## config.mk

```make
export PLATFORM = sky130hd
export DESIGN_NAME = tpat_gen
export DESIGN_NICKNAME = d
export VERILOG_FILES = /design/src/rtl/tpat_pkg.sv /design/src/rtl/tpat_band.sv /design/src/rtl/tpat_shade.sv /design/src/rtl/tpat_gen.sv
export SDC_FILE = /design/constraint.sdc
export NUM_CORES = 1
export LEC_CHECK = 0
export ABC_AREA = 1
export BUFFER_PORTS_ARGS = -buffer_cell sky130_fd_sc_hd__buf_4
export CAP_MARGIN = 30
export CORE_MARGIN = 4
export CORE_UTILIZATION = 26
export DETAILED_ROUTE_END_ITERATION = 8
export PLACE_DENSITY = 0.52
export SYNTH_ARGS = -nofsm -noshare
export SYNTH_HDL_FRONTEND = slang
export SYNTH_SLANG_ARGS = --single-unit
```

## constraint.sdc

```tcl
create_clock -name clk_i -period 0.8 [get_ports clk_i]
set_input_delay 0.04 -clock clk_i [delete_from_list [all_inputs] [get_ports clk_i]]
set_output_delay 0.04 -clock clk_i [all_outputs]
set_load 0.01 [all_outputs]
```

## src/rtl/tpat_pkg.sv

```systemverilog
package tpat_pkg;
  localparam int unsigned COMP_W  = 2;
  localparam int unsigned RGB_W   = 3 * COMP_W;
  localparam int unsigned GRID    = 8;
  localparam int unsigned IDX_W   = $clog2(GRID);
  localparam int unsigned X_W     = 8;
  localparam int unsigned Y_W     = 8;
  localparam int unsigned IMG_W   = 256;
  localparam int unsigned IMG_H   = 240;
  localparam int unsigned CELL_W  = IMG_W / GRID;
  localparam int unsigned CELL_H  = IMG_H / GRID;

  typedef struct packed {
    logic [COMP_W-1:0] red;
    logic [COMP_W-1:0] grn;
    logic [COMP_W-1:0] blu;
  } rgb_t;
endpackage

```

## src/rtl/tpat_band.sv

```systemverilog
// Maps a coordinate to its cell index by comparison against cell edges.
module tpat_band #(
  parameter int unsigned VAL_W = 8,
  parameter int unsigned SPAN  = 32,
  parameter int unsigned COUNT = 8,
  localparam int unsigned IW   = $clog2(COUNT)
) (
  input  logic [VAL_W-1:0] val_i,
  output logic [IW-1:0]    idx_o,
  output logic             inside_o
);
  logic [31:0] val_ext;
  assign val_ext  = 32'(val_i);
  assign inside_o = val_ext < 32'(SPAN * COUNT);

  always_comb begin
    idx_o = '0;
    for (int k = 1; k < int'(COUNT); k++) begin
      if (val_ext >= 32'(k * int'(SPAN))) idx_o = IW'(k);
    end
  end
endmodule

```

## src/rtl/tpat_shade.sv

```systemverilog
// Chooses the colour code for one cell in grid or isolation mode.
module tpat_shade
  import tpat_pkg::*;
(
  input  logic [IDX_W-1:0] col_i,
  input  logic [IDX_W-1:0] row_i,
  input  logic             mask_en_i,
  input  logic [IDX_W-1:0] sel_col_i,
  input  logic [IDX_W-1:0] sel_row_i,
  output logic [RGB_W-1:0] code_o
);
  localparam logic [RGB_W-1:0] WHITE = '1;

  logic [RGB_W-1:0] cell_idx;
  logic             hit;

  assign cell_idx = RGB_W'({row_i, col_i});
  assign hit      = (col_i == sel_col_i) && (row_i == sel_row_i);

  always_comb begin
    if (mask_en_i) code_o = hit ? WHITE : '0;
    else           code_o = WHITE - cell_idx;
  end
endmodule

```

## src/rtl/tpat_gen.sv

```systemverilog
module tpat_gen
  import tpat_pkg::*;
(
  input  logic             clk_i,
  input  logic             rst_ni,
  input  logic             pix_stb_i,
  input  logic             active_i,
  input  logic [7:0]       x_i,
  input  logic [7:0]       y_i,
  input  logic             mask_en_i,
  input  logic [2:0]       cell_col_i,
  input  logic [2:0]       cell_row_i,
  output logic [5:0]       rgb_o
);
  logic [IDX_W-1:0] col, row;
  logic             in_x, in_y;
  logic [RGB_W-1:0] code;
  rgb_t             pix_d, pix_q;

  tpat_band #(.VAL_W(X_W), .SPAN(CELL_W), .COUNT(GRID)) u_col (
    .val_i(x_i), .idx_o(col), .inside_o(in_x)
  );

  tpat_band #(.VAL_W(Y_W), .SPAN(CELL_H), .COUNT(GRID)) u_row (
    .val_i(y_i), .idx_o(row), .inside_o(in_y)
  );

  tpat_shade u_shade (
    .col_i(col), .row_i(row), .mask_en_i(mask_en_i),
    .sel_col_i(cell_col_i), .sel_row_i(cell_row_i), .code_o(code)
  );

  // blanking overrides everything
  assign pix_d = (active_i && in_x && in_y) ? rgb_t'(code) : '0;

  always_ff @(posedge clk_i or negedge rst_ni) begin
    if (!rst_ni)        pix_q <= '0;
    else if (pix_stb_i) pix_q <= pix_d;
  end

  assign rgb_o = pix_q;
endmodule

```

[Word-level counts from Yosys, hierarchy flattened]
Index checks and enable logic that the tools add are counted.
W data, S select, Z words.
Storage, ports and cells
  register bits: 6
  latch bits: 0
  RAM bits: 0
  ROM bits: 0
  output and inout port bits: 6
  memories kept: 0
Operators by class
  add/sub/neg operators: 1
  multiply operators: 0
  divide/modulo/power cells: 0
  magnitude comparators: 16
  eq/ne operators: 2
  shift operators: 0
  multiplexer cells: 17
  bitwise operators: 0
  reductions and logical operators: 3
Operator list (count)
  $ge A8 B8 Y1 const B: 7
  $ge A8 B7 Y1 const B: 4
  $mux W3: 8
  $mux W6: 3
  $ge A8 B6 Y1 const B: 2
  $lt A8 B9 Y1 const B: 1
  $ge A8 B5 Y1 const B: 1
  $lt A8 B8 Y1 const B: 1
  $mux W2: 4
  $eq A3 B3 Y1: 2
  $sub A6 B6 Y6 const A: 1
  $logic_and A1 B1 Y1: 3
  $mux W1: 2

[Depth between registers and ports, before layout]
Gate-level depths: netlist of the first run.
  word-level depth: 13
  depth in mapped cells: 15
  gate-level depth less buffers: 15

[Modules after synthesis]
A second synthesis of the first run with hierarchy kept.
Second synthesis, totals
  cells, all modules: 117
  area total of the unflattened synthesis: 619.3 um^2
By module, submodules not included
  tpat_gen: times used 1, cells each 26, area each 234.0 um^2
  tpat_band (u_row): times used 1, cells each 44, area each 190.2 um^2
  tpat_shade: times used 1, cells each 42, area each 172.7 um^2
  tpat_band (u_col): times used 1, cells each 5, area each 22.5 um^2

[Least setup slack after synthesis of the first run]
OpenSTA, ideal clock, no wires.
  path kind: input to register
  start point: in y_i[6]
  end point: reg pix_q, in the netlist rgb_o[0]
  arrival time: 0.972 ns
  path slack: -0.289 ns
  cell stages on the path: 13
  path buffers: 0
  path through: or2_1 > nor2_1 > nand2_1 > nand2_1 > nand2_1 > nand2_1 > nand2_1 > nand2_1 > nand2_1 > nand3_2 > nand2_1 > nand2_1 > nand2_1
On the way
  cells in the longest elaborated chain, start to end: 13
Ends and longest elaborated chain
  start: declaration: line tpat_gen.sv:9  | input logic [7:0] y_i,
  $ge A8 B5 Y1: line tpat_band.sv:19  | if (val_ext >= 32'(k * int'(SPAN))) idx_o = IW'(k);
  $mux W1: line tpat_band.sv:19
  $mux W2 (2 in series): line tpat_band.sv:19
  $mux W3 (4 in series): line tpat_band.sv:19
  $eq A3 B3 Y1: line tpat_shade.sv:18  | assign hit = (col_i == sel_col_i) && (row_i == sel_row_i);
  $logic_and A1 B1 Y1: line tpat_shade.sv:18
  $mux W6 (2 in series): line tpat_shade.sv:21  | if (mask_en_i) code_o = hit ? WHITE : '0;
  $mux W6 (*): line tpat_gen.sv:34  | assign pix_d = (active_i && in_x && in_y) ? rgb_t'(code) : '0;
  end signal: assignment: line tpat_gen.sv:38  | else if (pix_stb_i) pix_q <= pix_d;
  end: declaration: line tpat_gen.sv:18  | rgb_t pix_d, pix_q;
Mark *: on every way between the ends. The rest lies on a longest branch, timed or not.
A chain may end at the register's enable or synchronous reset.

[Worst setup path after layout of the first run]
  start point: in y_i[7]
  end point: reg pix_q, in the netlist rgb_o[3]
On the way
  cells in the longest elaborated chain, start to end: 13
Ends and longest elaborated chain (line)
  branches (longest 12 deep; another with $ge A8 B5 Y1)
  $mux W6 (*): tpat_gen.sv:34
Mark *: on every way between the ends.

==> results of run 1 <==
[cell type report]
| type | count | area, um2 |
|---|---|---|
| Timing Repair Buffer | 43 | 367 |
| Clock buffer | 3 | 22.5 |
| Tap cell | 27 | 33.8 |
| Inverter | 15 | 56.3 |
| Sequential cell | 6 | 150 |
| Multi-Input combinational cell | 82 | 452 |
| Fill cell | 209 | 981 |
[tightest hold or removal path, cell delays in order]
cell,delay (ps)
buf_4,80
inv_1,90
nand2_1,70
nand2_1,40
[logic make-up after synthesis]
| family | after synthesis |
|---|---|
| AO/OA/AOI/OAI | 9 |
| XOR/XNOR | 2 |
| buffers and inverters | 15 |
| flip-flops | 6 |
| AND/OR/NAND/NOR | 71 |
[worst min path at each step]
| stage | startpoint | to | slack (ps) | cells after the start |
|---|---|---|---|---|
| 6_report | pix_stb_i | rgb_o[1] | 110 | 4 |
| 4_1_cts | pix_stb_i | rgb_o[1] | 110 | 4 |
| 2_1_floorplan | rst_ni | rgb_o[0] | -260 | 0 |
| 3_3_place_gp | rst_ni | rgb_o[1] | -150 | 1 |
| 5_1_grt | rst_ni | rgb_o[1] | 140 | 2 |
| 3_5_place_dp | rst_ni | rgb_o[1] | -150 | 1 |
[power by group through the flow]
stage / Combinational (mW) / Sequential, mW / Clock [mW]
2_1_floorplan: 0.158 / 0.347 / 0
3_3_place_gp: 0.382 / 0.338 / 0
3_5_place_dp: 0.386 / 0.339 / 0
4_1_cts: 0.423 / 0.337 / 0.303
5_1_grt: 0.522 / 0.339 / 0.332
6_report: 0.472 / 0.338 / 0.287
[cell usage in the layout, fill, tap and decap left out]
cell	n
clkinv_1	1
inv_1	13
dfrtp_1	6
nand2_1	39
o21ai_2	3
o21ai_0	2
or2_0	1
nand3_1	5
inv_2	1
or2_2	3
o21ai_1	1
nand3_4	1
nor2_4	2
nand2_4	2
or2_4	1
a21oi_1	2
nand3_2	2
buf_4	31
a31oi_1	1
nor2_2	3
xnor2_1	2
nand4_1	1
nand2_2	9
clkbuf_4	3
buf_6	11
dlygate4sd3_1	1
nor2_1	2
[what timing repair did]
item / CTS / global route
buffers inserted: 2 / 1
setup endpoints to repair: 12 / 12
resized for setup: 10 / 22
pin swaps: 10 / 15
endpoints found under the hold margin: 6 / 0
hold buffers: 1 / 0
[per-stage QoR]
step                worst slack, ps  area, um2
detailed placement             -531        916
finish                         -211       1080
global route                   -318       1080
CTS                            -252        995
global placement               -511        916
floorplan                      -274        589
[metal layers]
layer	up-vias	track usage, %
li1	409	-
met1	325	16.2
met2	23	18.2
met3	0	4.41
met4	0	4.17
met5	-	0
==> impl_metrics.json, run 1 <==
{
  "status": "complete, but fails checks",
  "failed_checks": "negative setup slack",
  "ys_seq_area_share_pct": 25.5,
  "synth_top_family_by_area": "simple AND/OR/NAND/NOR gates",
  "slew_headroom_pct": 88.8,
  "synth_area_per_cell_um2": 5.72,
  "gp_congestion": 0.772,
  "wire_per_inst_um": 10.5,
  "synthTopCellsByArea": "nand2_1 (31%), dfrtp_1 (25%), inv_1 (8.3%)",
  "vias": 757,
  "synth_enable_flop_cells": 0,
  "drive_above_1_share_pct": 48.3,
  "cts_made_buffers": 3,
  "hold_viol_final": 0,
  "async_reset_ff_share_pct": 100,
  "finalSetupViolCount": 9,
  "synth_common_cells": "nand2_1 (48), inv_1 (13), dfrtp_1 (6), nand3_1 (6), nor2_1 (5)",
  "topRoutingLayerUsed": "met3",
  "finalSetupTns_ps": -1160,
  "cts-root-buf": "clkbuf_4",
  "critPathMaxStageDelay_ps": 250,
  "ys_ff_latch": 6,
  "firstDrtPassIters": 4,
  "syn_nets": 130,
  "largest_reg_flops": 6,
  "initial_core_util_pct": 28.6,
  "globalRouteOverflowTotal": 0,
  "cp_cell_sequence": "buf_6 -> or2_4 -> nor2_2 -> nand2_1 -> nand2_1 -> nand2_1 -> nand2_2 -> nand2_4 -> nand2_2 -> nand2_2 -> nand3_4 -> nand2_1 -> nand2_1 -> nand2_1",
  "fin_nets": 178,
  "synth_area_leader_cell": "nand2_1",
  "dp_cells": 169,
  "critPathRequiredTime_ps": 930,
  "ir_drop_mv": 0.833,
  "clockPowerShare_pct": 26.2,
  "critPathTopFamily": "simple AND/OR/NAND/NOR gates",
  "syn_inst": 103,
  "diodes": 0,
  "min_path_type": "input port to flip-flop",
  "remaining_drc_errors": 0,
  "cts_tree": "yes",
  "drv_cap": 0,
  "clock_latency_ps": 240,
  "rrSetupSlack_ps": 50,
  "grtUsageTotal_pct": 12.2,
  "combPwrFrac_pct": 43.0,
  "r2r_start": "rgb_o[2]",
  "reg2reg_to": "rgb_o[2]",
  "ios": 33,
  "met2_length_um": 843,
  "synth_warnings": 0,
  "synth_top_area_share_pct": 30.6,
  "fmax_ghz": 0.989,
  "final_cells": 176,
  "worst_pin_slew_ps": 166,
  "power.total_mw": 1.10,
  "cp-endpoint": "rgb_o[3]",
  "fin_crit_ps": 1010,
  "hold-worst-slack_ps": 112,
  "clock-sinks": 6,
  "p_sw_mw": 0.350,
  "hpwl_um": 1430,
  "clk_pin_slew_worst_paths_ps": 50,
  "critPathBufInv": 1,
  "p_per_area_mw_per_mm2": 1010,
  "core_mm2": 0.00206,
  "switching_share_pct": 31.9,
  "grt_max_degree": 7,
  "leakagePower_nw": 0.615,
  "antenna_found_initial": 0,
  "grt_pass1_vias": 707,
  "reg2regPathDepth": 3,
  "die_x_um": 55.6,
  "grt_setup_unrepaired": "true",
  "worst_ep_arrival_time_ps": 1140,
  "numPortBuffers": 26,
  "report.final.slew_viol_count": 0,
  "crit_slowest_cell": "or2_4",
  "ant_nets": 0,
  "wl_um": 1850,
  "crit_path_end_kind": "flip-flop",
  "syn_area_um2": 589,
  "power.internal_mw": 0.747,
  "dr.first_iter.drc_count": 14,
  "wl_met1_um": 882,
  "grt_pass1_wl_um": 3070,
  "crit_path_start_kind": "input port",
  "startpoint": "y_i[7]",
  "dieArea_mm2": 0.00309,
  "p_seq_share_pct": 30.8,
  "worstSetupPathType": "input port to flip-flop",
  "ys_types": 20,
  "die_height_um": 55.6,
  "skew_ps": 0,
  "via_per_inst": 4.30,
  "rows": 16,
  "setup_ws_ps": -211,
  "synth_xor_xnor_area_share_pct": 2.97,
  "synth_compound_area_share_pct": 9.13,
  "crit_path_frequent_cell": "nand2_1",
  "route.met3.wl_um": 122,
  "synth_ff_type": "dfrtp_1",
  "yosysMostFrequentCell": "nand2_1",
  "syn2layout_area_growth_pct": 83.4,
  "synth_simple_gate_area_share_pct": 52.9,
  "synth.area.mux_share_pct": 0,
  "crit_cells": 14,
  "period_share_pct": 126,
  "synth_fa_ha_area_share_pct": 0,
  "critPathMaxFanout": 6,
  "clockBufferDepth": 2,
  "fin_util_pct": 52.4,
  "htreeDepth": 1
}
Note: power is estimated with default switching activity, not from simulation.
==> inputs of run 2 (changes only) <==
CAP_MARGIN = 15   (was 30)
CORE_UTILIZATION = 40   (was 26)
PLACE_DENSITY = 0.71   (was 0.52)
clock period = 0.95 ns   (was 0.8 ns; I/O delays follow)
==> impl_metrics.json, run 2 (synthesis results as in run 1) <==
{
  "wire_per_inst_um": 10.1,
  "die_height_um": 46.4,
  "grtUsageTotal_pct": 16.3,
  "worstHoldEndpoint": "rgb_o[3]",
  "largest_reg_flops": 6,
  "finalSetupTns_ps": -492,
  "cts_made_buffers": 3,
  "remaining_drc_errors": 0,
  "skew_ps": 0,
  "crit_slowest_cell": "or2_4",
  "initial_core_util_pct": 43.7,
  "period_share_pct": 110,
  "dieArea_mm2": 0.00215,
  "rrSetupSlack_ps": 330,
  "worst_pin_slew_ps": 171,
  "ant_nets": 0,
  "status": "complete, but fails checks",
  "report.final.slew_viol_count": 0,
  "hold_start": "pix_stb_i",
  "final_cell_mix": "nand2_1 (40), buf_4 (37), inv_1 (13)",
  "drv_cap": 0,
  "core_mm2": 0.00135,
  "failed_checks": "negative setup slack",
  "cts_tree": "yes",
  "critPathMaxStageDelay_ps": 250,
  "clockBufferDepth": 2,
  "hold_path_depth": 4,
  "firstDrtPassIters": 4,
  "p_per_area_mw_per_mm2": 882,
  "min_path_type": "input port to flip-flop",
  "finalSetupViolCount": 6,
  "ir_drop_mv": 0.412,
  "htreeDepth": 1,
  "antenna_found_initial": 0,
  "numPortBuffers": 26,
  "r2r_start": "rgb_o[0]",
  "vias": 748,
  "cp_cell_sequence": "buf_6 -> or2_4 -> nor2_2 -> nand2_1 -> nand2_1 -> nand2_1 -> nand2_1 -> nand2_2 -> nand2_2 -> nand2_2 -> nand3_4 -> nand2_2 -> nand2_2 -> nand2_1",
  "cts-root-buf": "clkbuf_4",
  "crit_path_end_kind": "flip-flop",
  "reg2reg_to": "rgb_o[0]",
  "hpwl_um": 1310,
  "hold_viol_final": 0,
  "grt_pass1_wl_um": 2550,
  "crit_path_start_kind": "input port",
  "fill_cells": 123,
  "final_common_cell": "nand2_1",
  "diodes": 0,
  "grt_max_degree": 7,
  "clk_pin_slew_worst_paths_ps": 40,
  "hold-worst-slack_ps": 122,
  "worstSetupPathType": "input port to flip-flop",
  "grt_setup_unrepaired": "true",
  "syn2layout_area_growth_pct": 66.7,
  "critPathRequiredTime_ps": 1080,
  "fin_crit_ps": 1040,
  "clock_latency_ps": 250,
  "wl_um": 1630,
  "reg2regPathDepth": 2,
  "drive_above_1_share_pct": 45.2,
  "grt_pass1_vias": 693,
  "globalRouteOverflowTotal": 0,
  "critPathMaxFanout": 6,
  "leakagePower_nw": 0.582,
  "fmax_ghz": 0.959,
  "dr.first_iter.drc_count": 15,
  "die_x_um": 46.4,
  "fin_nets": 175,
  "slew_headroom_pct": 88.5,
  "worst_ep_arrival_time_ps": 1180,
  "ios": 33,
  "rows": 13,
  "setup_ws_ps": -92.8,
  "via_per_inst": 4.65,
  "gp_congestion": 0.717,
  "clock-sinks": 6
}
==> run 2: worst max-delay path, delay by kind of cell <==
| kind | cells | cell delay (ps) |
|---|---|---|
| and+or+nand+nor | 13 | 1030 |
| buffers and inverters | 1 | 90 |
==> run 2: how the worst max path moves through the flow <==
stage                       from        to
after CTS                 y_i[7]  rgb_o[4]
after global routing      y_i[7]  rgb_o[5]
after global placement    y_i[6]  rgb_o[4]
final                     y_i[7]  rgb_o[4]
after floorplan           y_i[6]  rgb_o[0]
after detailed placement  y_i[6]  rgb_o[4]
==> run 2: layout make-up <==
cell class / instances / area [um2] / share of cell area [%]
clock buffer: 3 / 22.5 / 2.29
sequential: 6 / 150 / 15.3
inverter: 15 / 56.3 / 5.73
multi-input combinational: 82 / 424 / 43.2
tap: 15 / 18.8 / 1.91
timing repair buffer: 40 / 310 / 31.6
==> run 2: what timing repair did <==
item / 4_1_cts / 5_1_grt
endpoints found under the hold margin: 6 / 0
hold buffers: 1 / 0
buffers inserted: 0 / 1
gates resized for setup: 2 / 14
pin swaps: 11 / 4
endpoints found under the setup margin: 6 / 6
==> run 2: through the flow <==
| stage | power [mW] | setup slack (ps) | util (%) | area (um2) | instances |
|---|---|---|---|---|---|
| after floorplan | 0.425 | -131 | - | 589 | 103 |
| after global placement | 0.594 | -313 | 66.2 | 893 | 156 |
| after detailed placement | 0.601 | -378 | 66.2 | 893 | 156 |
| after CTS | 0.839 | -88.4 | 69.1 | 933 | 160 |
| after global routing | 0.924 | -248 | 72.8 | 982 | 161 |
| final | 0.867 | -92.8 | 72.8 | 982 | 161 |
==> run 2: report_power, final <==
group          internal, mW  switching, mW  leakage [nW]
logic                 0.186          0.168         0.487
registers             0.273        0.00879        0.0811
clock network         0.143         0.0888        0.0138
==> run 2: routing by layer <==
layer | track usage, % | wire [um] | vias up
met3 | 1.17 | 108 | 3
met4 | 6.82 | 23 | 0
met1 | 16.2 | 550 | 323
li1 | - | - | 400
met5 | 0 | 0 | -
met2 | 33.2 | 947 | 22
==> inputs of run 3 (changes only) <==
CORE_UTILIZATION = 42   (was 40)
CTS_BUF_LIST = sky130_fd_sc_hd__clkbuf_16   (was not set)
PLACE_DENSITY = 0.75   (was 0.71)
==> impl_metrics.json, run 3 (synthesis results as in run 1) <==
{
  "hold_start": "pix_stb_i",
  "power.total_mw": 1.31,
  "finalSetupViolCount": 6,
  "r2r_start": "rgb_o[3]",
  "grt_pass1_wl_um": 2860,
  "report.final.slew_viol_count": 0,
  "htreeDepth": 1,
  "reg2reg_to": "rgb_o[3]",
  "p_per_area_mw_per_mm2": 1280,
  "hold_viol_final": 0,
  "period_share_pct": 112,
  "dr.first_iter.drc_count": 10,
  "die_height_um": 45.5,
  "syn2layout_area_growth_pct": 74.1,
  "wire_per_inst_um": 10.8,
  "cts_made_buffers": 3,
  "fill_cells": 111,
  "fin_crit_ps": 1070,
  "failed_checks": "negative setup slack",
  "numPortBuffers": 26,
  "final_common_cell": "nand2_1",
  "critPathMaxStageDelay_ps": 250,
  "crit_path_end_kind": "flip-flop",
  "wl_um": 1720,
  "clock-sinks": 6,
  "rrSetupSlack_ps": 340,
  "diodes": 0,
  "slew_headroom_pct": 88.1,
  "rows": 13,
  "antenna_found_initial": 0,
  "firstDrtPassIters": 4,
  "clock_latency_ps": 230,
  "critPathMaxFanout": 6,
  "status": "complete, but fails checks",
  "die_x_um": 45.5,
  "worstSetupPathType": "input port to flip-flop",
  "setup_ws_ps": -115,
  "fmax_ghz": 0.939,
  "core_mm2": 0.00132,
  "vias": 771,
  "worst_pin_slew_ps": 178,
  "worstHoldEndpoint": "rgb_o[2]",
  "initial_core_util_pct": 44.7,
  "final_cell_mix": "nand2_1 (45), buf_4 (32), inv_1 (13)",
  "dieArea_mm2": 0.00207,
  "gp_congestion": 0.800,
  "globalRouteOverflowTotal": 0,
  "crit_path_start_kind": "input port",
  "hpwl_um": 1330,
  "grtUsageTotal_pct": 18.4,
  "skew_ps": 0,
  "cp_cell_sequence": "buf_6 -> or2_4 -> nor2_2 -> nand2_1 -> nand2_1 -> nand2_1 -> nand2_1 -> nand2_2 -> nand2_1 -> nand2_2 -> nand3_4 -> nand2_1 -> nand2_1 -> nand2_1",
  "clockBufferDepth": 2,
  "largest_reg_flops": 6,
  "cts_tree": "yes",
  "fin_nets": 173,
  "crit_slowest_cell": "or2_4",
  "min_path_type": "input port to flip-flop",
  "via_per_inst": 4.85,
  "ir_drop_mv": 1.04,
  "crit_path_frequent_cell": "nand2_1",
  "ios": 33,
  "leakagePower_nw": 0.603,
  "critPathBufInv": 1,
  "drive_above_1_share_pct": 41.0,
  "fin_util_pct": 77.9,
  "worst_ep_arrival_time_ps": 1180,
  "reg2regPathDepth": 2,
  "cts-root-buf": "clkbuf_16",
  "ant_nets": 0,
  "critPathRequiredTime_ps": 1070,
  "hold_path_depth": 4,
  "remaining_drc_errors": 0,
  "grt_setup_unrepaired": "true",
  "grt_pass1_vias": 779,
  "critPathTopFamily": "simple AND/OR/NAND/NOR gates",
  "clk_pin_slew_worst_paths_ps": 30,
  "grt_max_degree": 7,
  "drv_cap": 0
}
## run 3: cell count changes in the layout (fill, tap and decap cells not counted), sizes merged
cell and delta:
buf -2
## run 3: layout make-up
cell class / count / area (um2) / share of cell area, %
inverters: 15 / 56.3 / 5.49
flip-flops and latches: 6 / 150 / 14.6
repair buffers: 38 / 307 / 29.9
clock buffers: 3 / 75.1 / 7.32
multi-input cells: 82 / 419 / 40.9
well taps: 15 / 18.8 / 1.83
## run 3: metrics by stage
stage               setup slack, ps  cell area (um2)  std cells  setup TNS (ps)  hold WS [ps]
finish                         -115             1030        159            -604           155
detailed placement             -347              886        155           -2040          -143
floorplan                      -131              589        103            -788          -248
CTS                           -96.7              981        159            -505           159
global placement               -338              886        155           -1920          -143
global route                   -236             1030        159           -1230           194
## run 3: worst max path at each step
stage,startpoint,endpoint,slack (ps),cells after the start
6_report,y_i[7],rgb_o[3],-120,14
5_1_grt,y_i[7],rgb_o[3],-240,14
4_1_cts,y_i[7],rgb_o[5],-100,14
3_5_place_dp,y_i[6],rgb_o[5],-350,14
3_3_place_gp,y_i[6],rgb_o[5],-340,14
2_1_floorplan,y_i[6],rgb_o[0],-130,13
## run 3: timing repair
item / in CTS / in global routing
buffers inserted: 0 / 0
hold buffers: 1 / 0
gates resized for setup: 3 / 14
pin swaps: 7 / 13
endpoints found under the hold margin: 6 / 0
setup endpoints to repair: 6 / 6
## run 3: report_power, final
part | switching [mW] | internal (mW)
clock | 0.141 | 0.540
sequential | 0.00869 | 0.273
combinational | 0.167 | 0.180
## run 3: tightest hold or removal path: cells and delay by family
family                 cells  cell delay [ps]
buffers and inverters      2              170
and+or+nand+nor            2              120
## run 3: per-layer routing
metal | wire length [um] | global-route usage, % | up-vias
met4 | 5 | 3.51 | 0
met3 | 87 | 3.56 | 2
met1 | 656 | 17.7 | 352
met5 | 0 | 0 | -
met2 | 971 | 38.4 | 19
li1 | - | - | 398
